--- config.mk ---
export PLATFORM = sky130hd
export DESIGN_NAME = shift_chain_engine
export DESIGN_NICKNAME = d
export VERILOG_FILES = /design/src/rtl/shift_chain_pkg.sv /design/src/rtl/shift_cfg_regs.sv /design/src/rtl/tx_bit_ram.sv /design/src/rtl/rx_bit_ram.sv /design/src/rtl/shift_seq_core.sv /design/src/rtl/shift_chain_engine.sv
export SDC_FILE = /design/constraint.sdc
export NUM_CORES = 1
export LEC_CHECK = 0
export BUFFER_PORTS_ARGS = -buffer_cell sky130_fd_sc_hd__buf_2
export CORE_MARGIN = 1
export CORE_UTILIZATION = 60
export DETAILED_ROUTE_END_ITERATION = 12
export PLACE_DENSITY_LB_ADDON = 0.12
export RECOVER_POWER = 50
export SLEW_MARGIN = 10
export SYNTH_ARGS = -nofsm -noshare
export SYNTH_HDL_FRONTEND = slang
export SYNTH_HIERARCHICAL = 1
export SYNTH_SLANG_ARGS = --single-unit
export TNS_END_PERCENT = 20
--- constraint.sdc ---
create_clock -name clk_i -period 4.4 [get_ports clk_i]
set_clock_uncertainty 0.1 [all_clocks]
set_input_delay 1.1 -clock clk_i [delete_from_list [all_inputs] [get_ports clk_i]]
set_output_delay 1.1 -clock clk_i [all_outputs]
set_load 0.05 [all_outputs]
--- src/rtl/shift_chain_pkg.sv ---
package shift_chain_pkg;
  typedef enum logic [1:0] {ST_IDLE, ST_SHIFT, ST_GAP} seq_state_e;

  localparam int A_CTRL  = 0;   // write: abort, read: version
  localparam int A_START = 1;   // write: start, read bit0: done
  localparam int A_SIZE  = 3;   // bit count, low byte first
  localparam int A_WAIT  = 5;   // gap length, low byte first
  localparam int A_EN    = 9;   // trigger enable
  localparam int A_REP   = 10;  // repeat count, 0 = endless
  localparam int A_MEM   = 16;  // data memory window
endpackage

--- src/rtl/shift_cfg_regs.sv ---
module shift_cfg_regs
  import shift_chain_pkg::*;
#(
  parameter int ADDR_W    = 8,
  parameter int SIZE_W    = 16,
  parameter int WAIT_W    = 32,
  parameter int REP_W     = 8,
  parameter int MEM_BYTES = 16,
  parameter logic [7:0] VERSION = 8'h21,
  localparam int MAW = $clog2(MEM_BYTES)
) (
  input  logic              clk_i,
  input  logic              rst_ni,
  input  logic [ADDR_W-1:0] addr_i,
  input  logic [7:0]        wdata_i,
  input  logic              wr_i,
  input  logic              rd_i,
  input  logic              done_i,
  input  logic [7:0]        rx_rdata_i,
  output logic [7:0]        rdata_o,
  output logic [SIZE_W-1:0] size_o,
  output logic [WAIT_W-1:0] wait_o,
  output logic [REP_W-1:0]  rep_o,
  output logic              en_o,
  output logic              start_o,
  output logic              abort_o,
  output logic              tx_we_o,
  output logic [MAW-1:0]    mem_idx_o
);
  localparam int SIZE_BYTES = SIZE_W / 8;
  localparam int WAIT_BYTES = WAIT_W / 8;

  logic in_mem;
  logic [7:0] rd_mux;
  logic [REP_W-1:0] rep_q;
  logic en_q;

  assign in_mem    = (addr_i >= ADDR_W'(A_MEM)) && (addr_i < ADDR_W'(A_MEM + MEM_BYTES));
  assign mem_idx_o = MAW'(addr_i - ADDR_W'(A_MEM));
  assign tx_we_o   = wr_i && in_mem;
  assign start_o   = wr_i && (addr_i == ADDR_W'(A_START));
  assign abort_o   = wr_i && (addr_i == ADDR_W'(A_CTRL));

  for (genvar b = 0; b < SIZE_BYTES; b++) begin : g_size
    logic [7:0] byte_q;
    always_ff @(posedge clk_i or negedge rst_ni)
      if (!rst_ni) byte_q <= '0;
      else if (wr_i && addr_i == ADDR_W'(A_SIZE + b)) byte_q <= wdata_i;
    assign size_o[b*8 +: 8] = byte_q;
  end

  for (genvar b = 0; b < WAIT_BYTES; b++) begin : g_wait
    logic [7:0] byte_q;
    always_ff @(posedge clk_i or negedge rst_ni)
      if (!rst_ni) byte_q <= '0;
      else if (wr_i && addr_i == ADDR_W'(A_WAIT + b)) byte_q <= wdata_i;
    assign wait_o[b*8 +: 8] = byte_q;
  end

  always_ff @(posedge clk_i or negedge rst_ni) begin
    if (!rst_ni) begin
      rep_q <= '0;
      en_q  <= 1'b0;
    end else if (wr_i) begin
      if (addr_i == ADDR_W'(A_REP)) rep_q <= REP_W'(wdata_i);
      if (addr_i == ADDR_W'(A_EN))  en_q  <= wdata_i[0];
    end
  end
  assign rep_o = rep_q;
  assign en_o  = en_q;

  always_comb begin
    rd_mux = '0;
    if (addr_i == ADDR_W'(A_CTRL))       rd_mux = VERSION;
    else if (addr_i == ADDR_W'(A_START)) rd_mux = {7'b0, done_i};
    else if (addr_i == ADDR_W'(A_EN))    rd_mux = {7'b0, en_q};
    else if (addr_i == ADDR_W'(A_REP))   rd_mux = 8'(rep_q);
    else if (in_mem)                     rd_mux = rx_rdata_i;
    for (int b = 0; b < SIZE_BYTES; b++)
      if (addr_i == ADDR_W'(A_SIZE + b)) rd_mux = size_o[b*8 +: 8];
    for (int b = 0; b < WAIT_BYTES; b++)
      if (addr_i == ADDR_W'(A_WAIT + b)) rd_mux = wait_o[b*8 +: 8];
  end

  always_ff @(posedge clk_i or negedge rst_ni)
    if (!rst_ni) rdata_o <= '0;
    else if (rd_i) rdata_o <= rd_mux;
endmodule

--- src/rtl/tx_bit_ram.sv ---
module tx_bit_ram #(
  parameter int MEM_BYTES = 16,
  localparam int MAW   = $clog2(MEM_BYTES),
  localparam int BIT_W = MAW + 3
) (
  input  logic             clk_i,
  input  logic             rst_ni,
  input  logic             we_i,
  input  logic [MAW-1:0]   waddr_i,
  input  logic [7:0]       wdata_i,
  input  logic [BIT_W-1:0] bidx_i,
  output logic             bit_o
);
  logic [7:0] mem [MEM_BYTES];

  for (genvar g = 0; g < MEM_BYTES; g++) begin : g_byte
    logic [7:0] byte_q;
    always_ff @(posedge clk_i or negedge rst_ni)
      if (!rst_ni) byte_q <= '0;
      else if (we_i && waddr_i == MAW'(g)) byte_q <= wdata_i;
    assign mem[g] = byte_q;
  end

  // MSB of each byte leaves first
  assign bit_o = mem[bidx_i[BIT_W-1:3]][~bidx_i[2:0]];
endmodule

--- src/rtl/rx_bit_ram.sv ---
module rx_bit_ram #(
  parameter int MEM_BYTES = 16,
  localparam int MAW   = $clog2(MEM_BYTES),
  localparam int BIT_W = MAW + 3
) (
  input  logic             clk_i,
  input  logic             rst_ni,
  input  logic             we_i,
  input  logic [BIT_W-1:0] bidx_i,
  input  logic             bit_i,
  input  logic [MAW-1:0]   raddr_i,
  output logic [7:0]       rdata_o
);
  logic [7:0] mem [MEM_BYTES];

  for (genvar g = 0; g < MEM_BYTES; g++) begin : g_byte
    logic [7:0] byte_q;
    always_ff @(posedge clk_i or negedge rst_ni)
      if (!rst_ni) byte_q <= '0;
      else if (we_i && bidx_i[BIT_W-1:3] == MAW'(g)) byte_q[~bidx_i[2:0]] <= bit_i;
    assign mem[g] = byte_q;
  end

  assign rdata_o = mem[raddr_i];
endmodule

--- src/rtl/shift_seq_core.sv ---
module shift_seq_core
  import shift_chain_pkg::*;
#(
  parameter int SIZE_W = 16,
  parameter int WAIT_W = 32,
  parameter int REP_W  = 8,
  parameter int BIT_W  = 7
) (
  input  logic              clk_i,
  input  logic              rst_ni,
  input  logic              start_i,
  input  logic              abort_i,
  input  logic [SIZE_W-1:0] size_i,
  input  logic [WAIT_W-1:0] wait_i,
  input  logic [REP_W-1:0]  rep_i,
  input  logic              tx_bit_i,
  input  logic              sdi_i,
  output logic [BIT_W-1:0]  tx_bidx_o,
  output logic              rx_we_o,
  output logic [BIT_W-1:0]  rx_bidx_o,
  output logic              sclk_o,
  output logic              sdo_o,
  output logic              sen_o,
  output logic              load_o,
  output logic              done_o
);
  localparam logic [SIZE_W-1:0] S_ONE = SIZE_W'(1);
  localparam logic [REP_W-1:0]  R_ONE = REP_W'(1);

  seq_state_e        state_q;
  logic              phase_q;   // 0: sclk low half, 1: sclk high half
  logic [SIZE_W-1:0] idx_q;
  logic [WAIT_W-1:0] gap_q;
  logic [REP_W-1:0]  rep_left_q;
  logic              endless_q;

  // next bit to present on sdo: bit 0 on entry to a pass, else idx+1
  assign tx_bidx_o = (state_q == ST_SHIFT) ? BIT_W'(idx_q + S_ONE) : '0;
  assign rx_we_o   = (state_q == ST_SHIFT) && !phase_q;
  assign rx_bidx_o = BIT_W'(idx_q);

  always_ff @(posedge clk_i or negedge rst_ni) begin
    if (!rst_ni) begin
      state_q    <= ST_IDLE;
      phase_q    <= 1'b0;
      idx_q      <= '0;
      gap_q      <= '0;
      rep_left_q <= '0;
      endless_q  <= 1'b0;
      sclk_o     <= 1'b0;
      sdo_o      <= 1'b0;
      sen_o      <= 1'b0;
      load_o     <= 1'b0;
      done_o     <= 1'b1;
    end else if (abort_i) begin
      state_q <= ST_IDLE;
      phase_q <= 1'b0;
      sclk_o  <= 1'b0;
      sdo_o   <= 1'b0;
      sen_o   <= 1'b0;
      load_o  <= 1'b0;
      done_o  <= 1'b1;
    end else begin
      load_o <= 1'b0;
      unique case (state_q)
        ST_IDLE: begin
          if (start_i && size_i != '0) begin
            state_q    <= ST_SHIFT;
            phase_q    <= 1'b0;
            idx_q      <= '0;
            sen_o      <= 1'b1;
            sclk_o     <= 1'b0;
            sdo_o      <= tx_bit_i;
            done_o     <= 1'b0;
            endless_q  <= (rep_i == '0);
            rep_left_q <= rep_i;
          end
        end
        ST_SHIFT: begin
          if (!phase_q) begin
            sclk_o  <= 1'b1;
            phase_q <= 1'b1;
          end else begin
            sclk_o  <= 1'b0;
            phase_q <= 1'b0;
            if (idx_q == size_i - S_ONE) begin
              sen_o  <= 1'b0;
              load_o <= 1'b1;
              if (endless_q || rep_left_q > R_ONE) begin
                if (!endless_q) rep_left_q <= rep_left_q - R_ONE;
                gap_q   <= wait_i;
                state_q <= ST_GAP;
              end else begin
                state_q <= ST_IDLE;
                done_o  <= 1'b1;
              end
            end else begin
              idx_q <= idx_q + S_ONE;
              sdo_o <= tx_bit_i;
            end
          end
        end
        ST_GAP: begin
          if (gap_q == '0) begin
            state_q <= ST_SHIFT;
            phase_q <= 1'b0;
            idx_q   <= '0;
            sen_o   <= 1'b1;
            sdo_o   <= tx_bit_i;
          end else begin
            gap_q <= gap_q - WAIT_W'(1);
          end
        end
        default: state_q <= ST_IDLE;
      endcase
    end
  end
endmodule

--- src/rtl/shift_chain_engine.sv ---
module shift_chain_engine
  import shift_chain_pkg::*;
#(
  parameter int ADDR_W    = 8,
  parameter int SIZE_W    = 16,
  parameter int WAIT_W    = 32,
  parameter int REP_W     = 8,
  parameter int MEM_BYTES = 16,
  parameter logic [7:0] VERSION = 8'h21
) (
  input  logic              clk_i,
  input  logic              rst_ni,
  input  logic [ADDR_W-1:0] bus_addr_i,
  input  logic [7:0]        bus_wdata_i,
  input  logic              bus_wr_i,
  input  logic              bus_rd_i,
  output logic [7:0]        bus_rdata_o,
  input  logic              ext_start_i,
  input  logic              sdi_i,
  output logic              sclk_o,
  output logic              sdo_o,
  output logic              sen_o,
  output logic              load_o
);
  localparam int MAW   = $clog2(MEM_BYTES);
  localparam int BIT_W = MAW + 3;

  logic [SIZE_W-1:0] size_w;
  logic [WAIT_W-1:0] wait_w;
  logic [REP_W-1:0]  rep_w;
  logic              en_w, sw_start, abort_w, tx_we, core_done, tx_bit, rx_we;
  logic [MAW-1:0]    mem_idx;
  logic [7:0]        rx_rdata;
  logic [BIT_W-1:0]  tx_bidx, rx_bidx;
  logic              start_w;

  assign start_w = sw_start || (en_w && ext_start_i);

  shift_cfg_regs #(
    .ADDR_W(ADDR_W), .SIZE_W(SIZE_W), .WAIT_W(WAIT_W), .REP_W(REP_W),
    .MEM_BYTES(MEM_BYTES), .VERSION(VERSION)
  ) regs_i (
    .clk_i, .rst_ni,
    .addr_i(bus_addr_i), .wdata_i(bus_wdata_i), .wr_i(bus_wr_i), .rd_i(bus_rd_i),
    .done_i(core_done), .rx_rdata_i(rx_rdata), .rdata_o(bus_rdata_o),
    .size_o(size_w), .wait_o(wait_w), .rep_o(rep_w), .en_o(en_w),
    .start_o(sw_start), .abort_o(abort_w), .tx_we_o(tx_we), .mem_idx_o(mem_idx)
  );

  tx_bit_ram #(.MEM_BYTES(MEM_BYTES)) tx_ram_i (
    .clk_i, .rst_ni, .we_i(tx_we), .waddr_i(mem_idx), .wdata_i(bus_wdata_i),
    .bidx_i(tx_bidx), .bit_o(tx_bit)
  );

  rx_bit_ram #(.MEM_BYTES(MEM_BYTES)) rx_ram_i (
    .clk_i, .rst_ni, .we_i(rx_we), .bidx_i(rx_bidx), .bit_i(sdi_i),
    .raddr_i(mem_idx), .rdata_o(rx_rdata)
  );

  shift_seq_core #(
    .SIZE_W(SIZE_W), .WAIT_W(WAIT_W), .REP_W(REP_W), .BIT_W(BIT_W)
  ) core_i (
    .clk_i, .rst_ni, .start_i(start_w), .abort_i(abort_w),
    .size_i(size_w), .wait_i(wait_w), .rep_i(rep_w),
    .tx_bit_i(tx_bit), .sdi_i,
    .tx_bidx_o(tx_bidx), .rx_we_o(rx_we), .rx_bidx_o(rx_bidx),
    .sclk_o, .sdo_o, .sen_o, .load_o, .done_o(core_done)
  );
endmodule

Yosys cells after proc, flatten, opt, wreduce, memory -nomap -nowiden. Cells that the tools add are included.

Add/subtract/negate cells: 5. Order comparisons: 8. Eq/ne operators: 56. Multiplexer cells: 89. Bitwise operators: 5. Reductions and logical operators: 73.

Operator list (count): $mux 8 (20); $bwmux 8 (16); $mux 32 (4); $bmux 8 s4 (2); $eq 4x4->1 const B (16); $mux 16 (4); $pmux 32 s2 (1); $pmux 16 s3 (1); $logic_and 1x1->1 (46); $eq 4x3->1 const B (8); $eq 8x3->1 const B (4); $logic_not 32->1 (1); $sub 32x1->32 const B (1); $mux 1 (25); $eq 8x4->1 const B (3); $add 16x1->16 const B (1); $eq 16x16->1 (1); $eq 4x2->1 const B (4); $logic_not 8->1 (2); $pmux 8 s2 (1); $reduce_bool 16->1 (1); $sub 16x1->16 const B (1); $reduce_and 5->1 (3); $mux 2 (6); 38 further kinds (64).

Bits in registers: 386. Output and inout bits: 12. Logic and storage cells: 288.

Longest topological paths before layout. Gate-level depths: netlist (run 1).

Depth in word-level cells: 16. Depth in mapped cells: 15. Gate-level depth less buffers: 12.

Hierarchy. The synthesis (run 1) kept the hierarchy.

Modules (own cells, without submodules): rx_bit_ram (times used 1, cells an instance 528, area each 6875.3 um2, seq. area each 3203.1 um2); tx_bit_ram (times used 1, cells an instance 380, area each 5945.7 um2, seq. area each 3203.1 um2); shift_seq_core (times used 1, cells an instance 548, area each 4510.6 um2, seq. area each 1627.8 um2); shift_cfg_regs (times used 1, cells an instance 299, area each 3337.0 um2, seq. area each 1626.6 um2); shift_chain_engine (times used 1, cells an instance 1, area each 7.5 um2, seq. area each 0.0 um2).

Worst setup path before layout (run 1). Ideal clock, no wire load.

Path kind: input-to-reg. Start point: in bus_addr_i[5]. End point: reg core_i.rep_left_q[6]. Arrival time: 3793 ps. Required time: 4178 ps. Path slack: 386 ps. Stages: 11. Path through: nor4_4 nand2_1 nor2_1 a21o_1 inv_1 a2111oi_4 a21oi_2 or4_4 or2_4 or4_1 a32o_1.

Cells in the longest elaborated chain, start to end: 6.

RTL lines: start, declared (line shift_chain_engine.sv:13) `input logic [ADDR_W-1:0] bus_addr_i,`; $eq 8x1->1 (line shift_cfg_regs.sv:41) `assign start_o = wr_i && (addr_i == ADDR_W'(A_START));`; $logic_and 1x1->1 (line shift_cfg_regs.sv:41); named net sw_start (line shift_chain_engine.sv:31) `logic en_w, sw_start, abort_w, tx_we, core_done, tx_bit, rx_we;`; $logic_or 1x1->1 (line shift_chain_engine.sv:37) `assign start_w = sw_start || (en_w && ext_start_i);`; named net start_w (line shift_chain_engine.sv:35) `logic start_w;`; $logic_and 1x1->1 (line shift_seq_core.sv:67) `if (start_i && size_i != '0) begin`; $ne 2x1->1 (no line); $reduce_and 7->1 (no line); end signal, assigned (line shift_seq_core.sv:76) `rep_left_q <= rep_i;`; end signal, assigned (line shift_seq_core.sv:90) `if (!endless_q) rep_left_q <= rep_left_q - R_ONE;`; end, declared (line shift_seq_core.sv:34) `logic [REP_W-1:0] rep_left_q;`.

The timed path passes the listed nets, and every way through them passes these cells. A chain may end at the register's enable or synchronous reset.

Worst setup path after layout (run 1).
Start point: reg core_i.idx_q[1]. End point: reg core_i.sdo_o.

Cells in the longest elaborated chain, start to end: 12.

RTL lines: start, declared (line shift_seq_core.sv:32) `logic [SIZE_W-1:0] idx_q;`; start signal, assigned (line shift_seq_core.sv:98) `idx_q <= idx_q + S_ONE;`; $add 16x1->16 * (line shift_seq_core.sv:38) `assign tx_bidx_o = (state_q == ST_SHIFT) ? BIT_W'(idx_q + S_ONE) : '0;`; $mux 7 * (line shift_seq_core.sv:38); named net tx_bidx[5] (line shift_chain_engine.sv:34) `logic [BIT_W-1:0] tx_bidx, rx_bidx;`; $not 4->5 (not written as such) * (line tx_bit_ram.sv:25) `assign bit_o = mem[bidx_i[BIT_W-1:3]][~bidx_i[2:0]];`; $bmux 8 s4 * (line tx_bit_ram.sv:25); $mux 8 (not written as such) * (2 in series) (line tx_bit_ram.sv:25); $bmux 1 s3 * (line tx_bit_ram.sv:25); $mux 1 (not written as such) * (line tx_bit_ram.sv:25); named net tx_bit (line shift_chain_engine.sv:31); $mux 1 (line shift_seq_core.sv:86) `if (idx_q == size_i - S_ONE) begin`; $mux 1 (line shift_seq_core.sv:80) `if (!phase_q) begin`; $pmux 1 s3 * (line shift_seq_core.sv:65) `unique case (state_q)`; $mux 1 * (line shift_seq_core.sv:55) `end else if (abort_i) begin`; end signal, assigned (line shift_seq_core.sv:73) `sdo_o <= tx_bit_i;`; end signal, assigned (line shift_seq_core.sv:99) `sdo_o <= tx_bit_i;`; end signal, assigned (line shift_seq_core.sv:109) `sdo_o <= tx_bit_i;`; end, declared (line shift_seq_core.sv:22) `output logic sdo_o,`.

The timed path passes the listed nets; every way through them passes the cells marked *. The select of a mux whose other input is x is not followed.

==> flow_metrics.tcl, run 1 <==
set metrics [dict create \
    synthDominantCellAreaShare_pct 46.6 \
    power.share.sequential_pct 41.8 \
    pwr-share-comb_pct 20.6 \
    r2r_setup_slack_ps 470 \
    number_of_enable_flip_flop_cells_after_synthesis 0 \
    regToRegStartpoint "core_i/idx_q[1]$_DFFE_PN0P_" \
    hold_path_end "rx_ram_i/g_byte[14].byte_q[5]$_DFFE_PN0P_" \
    share_clk_of_total_power_pct 37.6 \
    io_buffer_count 33 \
    dp_hpwl_um 33500 \
    synth.yosys.warnings 6 \
    synthCells 1756 \
    path_max_fanout 21 \
    arrival_ps 4320 \
    htree_num_levels 2 \
    first_global_vias 14738 \
    syn-num-nets 1784 \
    cts_root_buf "sky130_fd_sc_hd__clkbuf_16" \
    row_count 67 \
    post_route_cells_drive_above_1_share_pct 33.2 \
    dr_total_vias 14675 \
    totalPowerFinal_mw 9.96 \
    worst_setup_path_start_kind "flop" \
    end_kind "flop" \
    result_of_the_run "complete, but fails checks" \
    setup_tns_ps 0 \
    1st_pass_router_iterations 5 \
    cts_tree "done" \
    finalCoreUtilization_pct 67.2 \
    maxSlewHeadroom_pct -52.8 \
    synthesis_to_layout_area_growth_pct 9.54 \
    wl_per_cell_um 23.7 \
    leakage_nw 9.91 \
    grt_start_max_net_pins 87 \
    capturing_point_of_the_worst_reg2reg_path "core_i/sdo_o$_DFFE_PN0P_" \
    fill_cells 2548 \
    number_of_failing_hold_endpoints_at_the_final_stage 0 \
    routed_wl_um 52700 \
    grt_util_all_layers_pct 30.6 \
    post_synth_main_area_contributors "sky130_fd_sc_hd__dfrtp_1 47%, sky130_fd_sc_hd__mux2_2 16%, sky130_fd_sc_hd__mux4_2 6.3%, sky130_fd_sc_hd__nor3_1 2.2%, sky130_fd_sc_hd__nand2_1 1.8%" \
    cts_resized 0 \
    failed_checks "max-capacitance violations, max-slew violations" \
    hold_path.class "flop to flop" \
    report.final.slew_viol_count 85 \
    place_inst 2149 \
    synth_async_sr_flop_share_pct 100 \
    final-instance-count-excl-fill 2224 \
    post_cts_hold_buffer_count 0 \
    antenna_found_initial 0 \
    yosys_register_bits 386 \
    tritoncts_num_sinks 386 \
    post_synth_most_frequent_cells "385 x sky130_fd_sc_hd__dfrtp_1, 302 x sky130_fd_sc_hd__mux2_2, 97 x sky130_fd_sc_hd__nand2_1" \
    power.net_switching_mw 3.10 \
    coreArea_um2 33700 \
    numCtsBuffers 42 \
    internal-power_mw 6.86 \
    dr.first_iter.drc_count 1303 \
    min_from "rx_ram_i/g_byte[14].byte_q[5]$_DFFE_PN0P_" \
    die_x_um 188 \
    starting_density_of_the_core_pct 61.4 \
    grt_first_pass_wirelength_um 84300 \
    synth_most_common_cell "sky130_fd_sc_hd__dfrtp_1" \
    postSynth.topFlopCell "sky130_fd_sc_hd__dfrtp_1" \
    clk_latency_ps 560 \
    min_delay_path_depth 1 \
    irDropWorstVdd_v 0.000397 \
    powerDensity_nw_per_um2 440 \
    min_period_over_period_pct 89.2 \
    max-cap-violations 1 \
    power.share.switching_pct 31.2 \
    dieArea_um2 35200 \
    clockBufferDepth 3 \
    height_of_the_die_um 188 \
    drc_errors 0 \
    netlist_area_um2 20700 \
    routabilityCongestion 0.927 \
    grt_setup_unrepaired "no" \
    required_ps 4790 \
    number_of_inserted_diodes 0 \
    final_net_count 1773 \
    post_cts_buffers 0 \
    post_synth.cell_area_avg_um2 11.8 \
    worst_setup_hold_path_clk_slew_ps 60 \
    tightestPinTransition_ps 2290 \
    setup_viol_count_final 0 \
    gr_ovfl_total 0 \
    yosysUniqueCellTypes 85 \
    achievable-frequency_mhz 255 \
    criticalPathCategory "flop to flop" \
    register_to_register_path_depth 13 \
    synth_top_area_cell "sky130_fd_sc_hd__dfrtp_1" \
    synth-seq-area-share_pct 46.7 \
    number_of_vias_per_cell_after_detailed_routing 6.60 \
    boundary_pin_count 34 \
    antenna_violating_nets_post_route 0 \
    final.min_clock_period_ps 3930 \
]
## through the flow
| step | cell area (um^2) | setup WS [ps] | hold slack, ps |
|---|---|---|---|
| after global routing | 22600 | 275 | 408 |
| after detailed placement | 21200 | 352 | 374 |
| after floorplan | 20700 | 386 | 350 |
| after global placement | 21200 | 380 | 363 |
| final | 22600 | 473 | 388 |
| after CTS | 22700 | 583 | 389 |
## logic make-up (layout without fill, tap and decap cells)
kind of cell	after synthesis	after routing	share of synthesized area, %
adder cells (fa/ha/maj)	6	6	0.363
buffers and inverters	160	180	3.81
AO/OA/AOI/OAI	252	252	7.78
multiplexers	403	403	25.7
XOR/XNOR	24	24	1.02
flip-flops	386	386	46.7
AND/OR/NAND/NOR	525	525	14.6
## cells in the final DEF (no fill, tap or decap), types with 8 or more instances in the layout
master,netlist,routed
sky130_fd_sc_hd__dfrtp_1,385,385
sky130_fd_sc_hd__mux2_2,302,302
sky130_fd_sc_hd__nand2_1,97,97
sky130_fd_sc_hd__nor3_1,89,89
sky130_fd_sc_hd__nor2_1,74,72
sky130_fd_sc_hd__a21oi_1,71,70
sky130_fd_sc_hd__o21ai_0,58,58
sky130_fd_sc_hd__mux4_2,58,58
sky130_fd_sc_hd__buf_4,13,48
sky130_fd_sc_hd__clkbuf_16,0,43
sky130_fd_sc_hd__nand3_1,43,43
sky130_fd_sc_hd__nor4_1,41,41
sky130_fd_sc_hd__nor3_2,28,28
sky130_fd_sc_hd__buf_2,27,28
sky130_fd_sc_hd__nand2b_1,25,25
sky130_fd_sc_hd__or3_1,21,21
sky130_fd_sc_hd__o22ai_1,21,21
sky130_fd_sc_hd__a22oi_1,19,19
sky130_fd_sc_hd__mux2i_1,17,17
sky130_fd_sc_hd__clkbuf_1,78,15
sky130_fd_sc_hd__inv_1,13,13
sky130_fd_sc_hd__xor2_1,12,12
sky130_fd_sc_hd__xnor2_1,12,12
sky130_fd_sc_hd__nor2b_1,13,12
sky130_fd_sc_hd__mux2_1,11,11
sky130_fd_sc_hd__clkinv_2,0,9
sky130_fd_sc_hd__a31oi_1,9,9
sky130_fd_sc_hd__o211ai_1,9,9
sky130_fd_sc_hd__nand3b_1,9,9
sky130_fd_sc_hd__nor4_2,8,8
sky130_fd_sc_hd__nand4_1,8,8
sky130_fd_sc_hd__mux2_4,8,8
## metal layers
metal  wire length, um  up-vias  track usage (%)
met2             25400      466             49.3
met4              1630        0             10.8
met1             22700     7583             42.4
li1                  -     6527                -
met5                 0        -                0
met3              2930       99             4.47
## power groups by stage
stage,registers [mW],logic [mW],clock network (mW)
4_1_cts,4.15,2.05,3.82
2_1_floorplan,4.18,1.53,0
6_report,4.16,2.05,3.75
3_5_place_dp,4.21,2.04,0
5_1_grt,4.20,2.25,3.96
3_3_place_gp,4.19,1.98,0
## sequential cells by signal, indices dropped and copies added, names as in the netlist
name / cells
core_i/done_o: 1
core_i/endless_q: 1
core_i/gap_q: 32
core_i/idx_q: 16
core_i/load_o: 1
core_i/phase_q: 1
core_i/rep_left_q: 8
core_i/sclk_o: 1
core_i/sdo_o: 1
core_i/sen_o: 1
core_i/state_q: 2
regs_i/en_o: 1
regs_i/g_size.byte_q: 16
regs_i/g_wait.byte_q: 32
regs_i/rdata_o: 8
regs_i/rep_o: 8
rx_ram_i/g_byte.byte_q: 128
tx_ram_i/g_byte.byte_q: 128
## worst max path at each step
stage | start | end | slack (ps) | depth (start not counted)
final | core_i/idx_q[1]$_DFFE_PN0P_ | core_i/sdo_o$_DFFE_PN0P_ | 470 | 13
after detailed placement | bus_addr_i[5] | core_i/rep_left_q[6]$_DFFE_PN0P_ | 350 | 12
after CTS | core_i/idx_q[1]$_DFFE_PN0P_ | core_i/sdo_o$_DFFE_PN0P_ | 580 | 13
after global routing | rst_ni | rx_ram_i/g_byte[2].byte_q[1]$_DFFE_PN0P_ | 280 | 2
after floorplan | bus_addr_i[5] | core_i/rep_left_q[6]$_DFFE_PN0P_ | 390 | 11
after global placement | bus_addr_i[5] | core_i/rep_left_q[6]$_DFFE_PN0P_ | 380 | 12
## cell type report
type                            instances  area (um^2)  share of cell area, %
Clock buffer                           57         1180                   5.20
Multi-Input combinational cell       1210        10200                   45.3
Timing Repair Buffer                   91          663                   2.93
Clock inverter                         18          284                   1.25
Sequential cell                       386         9660                   42.7
Tap cell                              448          561                   2.48
Inverter                               14         52.6                  0.232
## worst max-delay path, cell delays in order (launching register included)
cell	delay, ps
sky130_fd_sc_hd__dfrtp_1	360
sky130_fd_sc_hd__buf_4	210
sky130_fd_sc_hd__nand2_1	210
sky130_fd_sc_hd__or3_1	410
sky130_fd_sc_hd__a21oi_4	390
sky130_fd_sc_hd__buf_4	390
sky130_fd_sc_hd__buf_4	210
sky130_fd_sc_hd__mux4_2	200
sky130_fd_sc_hd__nor2_1	50
sky130_fd_sc_hd__a2111oi_0	590
sky130_fd_sc_hd__nand4b_1	170
sky130_fd_sc_hd__nand4_1	330
sky130_fd_sc_hd__mux2i_1	130
sky130_fd_sc_hd__nor2_1	90
No activity file was read; power rests on OpenSTA's default activity.
==> inputs of run 2 (changes only) <==
--- a/config.mk
+++ b/config.mk
@@ -6,9 +6,11 @@
 export NUM_CORES = 1
 export LEC_CHECK = 0
 export BUFFER_PORTS_ARGS = -buffer_cell sky130_fd_sc_hd__buf_2
-export CORE_MARGIN = 1
+export CORE_ASPECT_RATIO = 0.75
+export CORE_MARGIN = 5
 export CORE_UTILIZATION = 60
 export DETAILED_ROUTE_END_ITERATION = 12
+export GPL_TIMING_DRIVEN = 0
 export PLACE_DENSITY_LB_ADDON = 0.12
 export RECOVER_POWER = 50
 export SLEW_MARGIN = 10
==> run 2 against run 1 <==
  * Via count rose by 4.5%
  * Non-clock buffer count up 85
  * Worst setup slack got worse by 260 ps
  * Critical path type is now input pin to flop
  * Highest routed layer unchanged
  * Register-to-register slack got worse by 230 ps
  * Cell count up 3.8%
  * Maximum frequency is 6.1% lower
  * Core utilization grew 0.53 points
  * Combinational power grew 14%
  * The flow still finishes with violations (max-capacitance violations, max-slew violations)
  * Largest power group unchanged
==> flow_metrics.tcl, run 2 (synthesis results as in run 1) <==
set metrics [dict create \
    clockBufferDepth 3 \
    worstPathBufferInverterCount 2 \
    drc_errors 0 \
    post_cts_hold_buffer_count 0 \
    hold_path.class "flop to flop" \
    dieArea_um2 38300 \
    worst_setup_path_start_kind "input pin" \
    leakage_nw 9.93 \
    irDropWorstVdd_v 0.000356 \
    tightestPinTransition_ps 2290 \
    numCtsBuffers 40 \
    height_of_the_die_um 171 \
    worst_setup_path_startpoint "bus_addr_i[4]" \
    antenna_violating_nets_post_route 0 \
    routed_wl_um 57900 \
    place_inst 2237 \
    report.final.slew_viol_count 86 \
    cts_tree "done" \
    final-instance-count-excl-fill 2308 \
    path_max_fanout 9 \
    starting_density_of_the_core_pct 61.3 \
    arrival_ps 4510 \
    cpLargestDelayFamily "simple AND/OR/NAND/NOR gates" \
    min_from "core_i/gap_q[16]$_DFFE_PN0P_" \
    r2r_setup_slack_ps 240 \
    coreArea_um2 33700 \
    io_buffer_count 28 \
    dp_hpwl_um 40700 \
    cts_root_buf "sky130_fd_sc_hd__clkbuf_16" \
    powerDensity_nw_per_um2 446 \
    grt_use_met2_pct 42.6 \
    regToRegStartpoint "core_i/state_q[0]$_DFFE_PN0P_" \
    largest_registers "rx_ram_i/g_byte.byte_q: 128 flops, tx_ram_i/g_byte.byte_q: 128 flops" \
    busiest_layer "met1" \
    routabilityCongestion 0.977 \
    result_of_the_run "complete, but fails checks" \
    setup_viol_count_final 0 \
    failed_checks "max-capacitance violations, max-slew violations" \
    die_x_um 224 \
    use_met1_pct 47.7 \
    final_net_count 1856 \
    wl_per_cell_um 25.1 \
    dr.first_iter.drc_count 1861 \
    row_count 58 \
    criticalPathCategory "input pin to flop" \
    critical_path_s_slowest_cell "sky130_fd_sc_hd__nor4_4" \
    required_ps 4720 \
    boundary_pin_count 34 \
    post_route_cells_drive_above_1_share_pct 31.3 \
    number_of_inserted_diodes 0 \
    dr_total_vias 15341 \
    grt_start_max_net_pins 109 \
    number_of_vias_per_cell_after_detailed_routing 6.65 \
    1st_pass_router_iterations 6 \
    totalPowerFinal_mw 10.2 \
    htree_num_levels 2 \
    grt_use_met3_pct 9.02 \
    end_kind "flop" \
    gr_ovfl_total 0 \
    post_cts_buffers 0 \
    critical_path_cell_sequence "buf_2 -> nor4_4 -> nand2_1 -> nor2_1 -> a21o_1 -> inv_1 -> a2111oi_4 -> a21oi_2 -> or4_4 -> or2_4 -> or4_1 -> a32o_1" \
    tritoncts_num_sinks 386 \
    worst_setup_hold_path_clk_slew_ps 60 \
    final_common_cell "sky130_fd_sc_hd__dfrtp_1" \
    mostFrequentLayoutCells "385 x sky130_fd_sc_hd__dfrtp_1, 302 x sky130_fd_sc_hd__mux2_2, 97 x sky130_fd_sc_hd__nand2_1, 89 x sky130_fd_sc_hd__nor3_1, 88 x sky130_fd_sc_hd__clkbuf_1" \
    number_of_failing_hold_endpoints_at_the_final_stage 0 \
    grt_first_pass_wirelength_um 91300 \
    clk_latency_ps 550 \
    maxSlewHeadroom_pct -52.4 \
    grt_util_all_layers_pct 30.6 \
    achievable-frequency_mhz 239 \
    final.min_clock_period_ps 4180 \
    synthesis_to_layout_area_growth_pct 10.5 \
    antenna_found_initial 0 \
    min_period_over_period_pct 95.1 \
    grt_setup_unrepaired "no" \
    timing.critical_path.slowest_cell_delay_ps 610 \
    max-cap-violations 1 \
    first_global_vias 15251 \
]
[run 2: changes by cell type in the layout (fill, tap and decap cells not counted), moves of 3 or more]
cell,delta
sky130_fd_sc_hd__clkbuf_1,+73
sky130_fd_sc_hd__buf_2,+20
sky130_fd_sc_hd__buf_6,+15
sky130_fd_sc_hd__buf_4,-35
sky130_fd_sc_hd__buf_1,+14
sky130_fd_sc_hd__buf_12,-6
sky130_fd_sc_hd__clkbuf_16,-3
[run 2: layout make-up]
class | instances | area [um^2]
plain buffers | 145 | 732
clock buffers | 52 | 1120
clock inverters | 20 | 300
fillers | 2534 | 10900
inverters | 14 | 52.6
multi-input cells | 1210 | 10200
flip-flops and latches | 386 | 9660
well taps | 450 | 563
repair buffers | 31 | 199
[run 2: layer usage]
metal | wire (um) | up-vias
met5 | 0 | -
met4 | 999 | 0
met3 | 6020 | 62
met2 | 24200 | 699
met1 | 26700 | 7871
li1 | - | 6709
[run 2: power by group]
part	switching (mW)	total (mW)	internal (mW)
sequential	0.317	4.18	3.86
clock	1.46	3.67	2.21
combinational	1.55	2.34	0.794
[run 2: path summary, 6_finish.rpt]
check                                                       endpoint  cells after the start
max                                 core_i/rep_left_q[6]$_DFFE_PN0P_                     12
min                                     core_i/gap_q[16]$_DFFE_PN0P_                      1
max reg2reg                                 core_i/sdo_o$_DFFE_PN0P_                     12
min reg2reg                             core_i/gap_q[16]$_DFFE_PN0P_                      1
max in group asynchronous   tx_ram_i/g_byte[2].byte_q[2]$_DFFE_PN0P_                      3
min in group asynchronous  rx_ram_i/g_byte[15].byte_q[5]$_DFFE_PN0P_                      1
[run 2: per-stage QoR]
step	setup TNS, ps	hold slack [ps]	utilization [%]	area, um^2	setup slack [ps]
final	0	387	67.7	22900	216
after global routing	0	410	67.7	22900	32.9
after CTS	0	390	67.8	22900	109
after detailed placement	-242	373	63.6	21500	-200
after global placement	-2061150	368	63.4	21400	-5400
after floorplan	0	350	-	20700	386
[run 2: what timing repair did]
action,4_1_cts,5_1_grt
endpoints found under the setup margin,0,13
endpoints found under the hold margin,0,0
gates resized for setup,0,1
==> inputs of run 3 (changes only) <==
--- a/config.mk
+++ b/config.mk
@@ -9,6 +9,7 @@
 export CORE_ASPECT_RATIO = 0.75
 export CORE_MARGIN = 5
 export CORE_UTILIZATION = 60
+export CTS_BUF_LIST = sky130_fd_sc_hd__clkbuf_4
 export DETAILED_ROUTE_END_ITERATION = 12
 export GPL_TIMING_DRIVEN = 0
 export PLACE_DENSITY_LB_ADDON = 0.12
==> run 3 against run 2 <==
  * The run still ends with max-capacitance violations, max-slew violations left
  * Sequential share of layout area grew 0.43 points
  * Clock power shrank 17%
  * Critical path depth is the same
  * Critical endpoint is now core_i/sdo_o$_DFFE_PN0P_
  * Maximum frequency grew 0.62%
  * First-iteration DRC count shrank 1.9%
  * Wire length shrank 0.31%
  * Largest power group unchanged
==> flow_metrics.tcl, run 3 (synthesis results as in run 1) <==
set metrics [dict create \
    result_of_the_run "complete, but fails checks" \
    failed_checks "max-capacitance violations, max-slew violations" \
    max-cap-violations 1 \
    dp_hpwl_um 40700 \
    die_x_um 224 \
    setup_tns_ps 0 \
    totalPowerFinal_mw 9.56 \
    first_global_vias 15473 \
    wl_per_cell_um 24.1 \
    gr_ovfl_total 0 \
    1st_pass_router_iterations 6 \
    tightestPinTransition_ps 2230 \
    grt_setup_unrepaired "no" \
    path_max_fanout 10 \
    report.final.slew_viol_count 87 \
    irDropWorstVdd_v 0.000356 \
    timing.critical_path.slowest_cell_delay_ps 590 \
    final_common_cell "sky130_fd_sc_hd__dfrtp_1" \
    multi_input_comb_area_um2 10200 \
    dieArea_um2 38300 \
    wl_met3_um 6180 \
    htree_num_levels 3 \
    worst_setup_path_start_kind "flop" \
    final_net_count 1910 \
    required_ps 4960 \
    place_inst 2237 \
    starting_density_of_the_core_pct 61.3 \
    critical_path_cell_sequence "nand2b_1 -> clkbuf_1 -> nor2_1 -> buf_4 -> buf_2 -> mux4_2 -> mux2i_1 -> nand2_1 -> nand3_1 -> nand4_1 -> mux2i_1 -> nor2_1" \
    grt_start_max_net_pins 109 \
    cts_root_buf "sky130_fd_sc_hd__clkbuf_4" \
    number_of_vias_per_cell_after_detailed_routing 6.55 \
    grt_first_pass_wirelength_um 90600 \
    final.min_clock_period_ps 4160 \
    dr_total_vias 15713 \
    coreArea_um2 33700 \
    achievable-frequency_mhz 241 \
    io_buffer_count 28 \
    post_cts_hold_buffer_count 0 \
    setup_viol_count_final 0 \
    synthesis_to_layout_area_growth_pct 9.42 \
    cpLargestDelayFamily "simple AND/OR/NAND/NOR gates" \
    arrival_ps 4720 \
    antenna_violating_nets_post_route 0 \
    post_route_cells_drive_above_1_share_pct 34.1 \
    route.met2.wl_um 23900 \
    critical_path_s_slowest_cell "sky130_fd_sc_hd__dfrtp_1" \
    mostFrequentLayoutCells "385 x sky130_fd_sc_hd__dfrtp_1, 302 x sky130_fd_sc_hd__mux2_2, 139 x sky130_fd_sc_hd__clkbuf_4, 97 x sky130_fd_sc_hd__nand2_1, 89 x sky130_fd_sc_hd__nor3_1" \
    tritoncts_num_sinks 386 \
    number_of_failing_hold_endpoints_at_the_final_stage 0 \
    clockBufferDepth 3 \
    clk_latency_ps 800 \
    largest_registers "rx_ram_i/g_byte.byte_q: 128 flops, tx_ram_i/g_byte.byte_q: 128 flops" \
    criticalPathCategory "flop to flop" \
    routed_wl_um 57700 \
    hold_path.class "flop to flop" \
    final-instance-count-excl-fill 2399 \
    drc_errors 0 \
    height_of_the_die_um 171 \
    routabilityCongestion 0.977 \
    dr.first_iter.drc_count 1826 \
    cts_tree "done" \
    wl_met1_um 26600 \
    boundary_pin_count 34 \
    min_period_over_period_pct 94.5 \
    maxSlewHeadroom_pct -48.9 \
    fill_cells 2658 \
    row_count 58 \
    grt_util_all_layers_pct 30.4 \
    final-seq-area_um2 9660 \
    leakage_nw 9.96 \
    powerDensity_nw_per_um2 423 \
    top_metal_used "met4" \
    antenna_found_initial 1 \
    worstPathBufferInverterCount 3 \
    numCtsBuffers 94 \
    end_kind "flop" \
    worst_setup_hold_path_clk_slew_ps 70 \
]
[run 3: cell types whose count changed in the layout (fill, tap and decap cells not counted), moves of 4 or more]
cell                        change
sky130_fd_sc_hd__bufinv_16      -4
sky130_fd_sc_hd__clkbuf_1      -10
sky130_fd_sc_hd__clkinv_2       -5
sky130_fd_sc_hd__clkinv_1      +13
sky130_fd_sc_hd__clkbuf_4     +139
sky130_fd_sc_hd__clkbuf_8       -7
sky130_fd_sc_hd__buf_2          +6
sky130_fd_sc_hd__clkbuf_16     -40
[run 3: cell type report]
| class | instances | area share (%) |
|---|---|---|
| antenna | 2 | 0.0221 |
| sequential | 386 | 42.7 |
| timing repair buffer | 31 | 0.807 |
| clock buffer | 138 | 4.58 |
| multi-input combinational | 1210 | 45.2 |
| inverter | 14 | 0.232 |
| buffer | 145 | 3.20 |
| tap | 450 | 2.49 |
| clock inverter | 23 | 0.807 |
[run 3: final timing paths]
| check | start | endpoint | slack (ps) | depth (start not counted) |
|---|---|---|---|---|
| max | core_i/state_q[0]$_DFFE_PN0P_ | core_i/sdo_o$_DFFE_PN0P_ | 240 | 12 |
| min in group asynchronous | rst_ni | rx_ram_i/g_byte[15].byte_q[5]$_DFFE_PN0P_ | 810 | 1 |
| min reg2reg | rx_ram_i/g_byte[1].byte_q[6]$_DFFE_PN0P_ | rx_ram_i/g_byte[1].byte_q[6]$_DFFE_PN0P_ | 390 | 1 |
| min | rx_ram_i/g_byte[1].byte_q[6]$_DFFE_PN0P_ | rx_ram_i/g_byte[1].byte_q[6]$_DFFE_PN0P_ | 390 | 1 |
| max reg2reg | core_i/state_q[0]$_DFFE_PN0P_ | core_i/sdo_o$_DFFE_PN0P_ | 240 | 12 |
| max in group asynchronous | rst_ni | tx_ram_i/g_byte[2].byte_q[2]$_DFFE_PN0P_ | 680 | 3 |
[run 3: per-stage QoR]
stage          area (um^2)  util [%]  worst slack, ps  hold slack (ps)
3_5_place_dp         21500      63.6             -200              373
2_1_floorplan        20700         -              386              350
5_1_grt              22600      67.0             36.0              411
4_1_cts              22700      67.2              144              159
3_3_place_gp         21400      63.4            -5400              368
6_report             22600      67.0              242              388
[run 3: what timing repair did]
action / 4_1_cts / 5_1_grt
resized for setup: 0 / 1
buffers inserted: 0 / 0
setup endpoints to repair: 0 / 14
[run 3: where the power goes]
group | total, mW | internal (mW) | switching, mW
registers | 4.17 | 3.86 | 0.317
logic | 2.34 | 0.791 | 1.55
clock network | 3.05 | 1.61 | 1.44
[run 3: per-layer routing]
layer | vias to the layer above | track usage (%)
li1 | 6878 | -
met1 | 7960 | 47.0
met2 | 789 | 41.7
met3 | 86 | 9.79
met4 | 0 | 7.83
met5 | - | 0
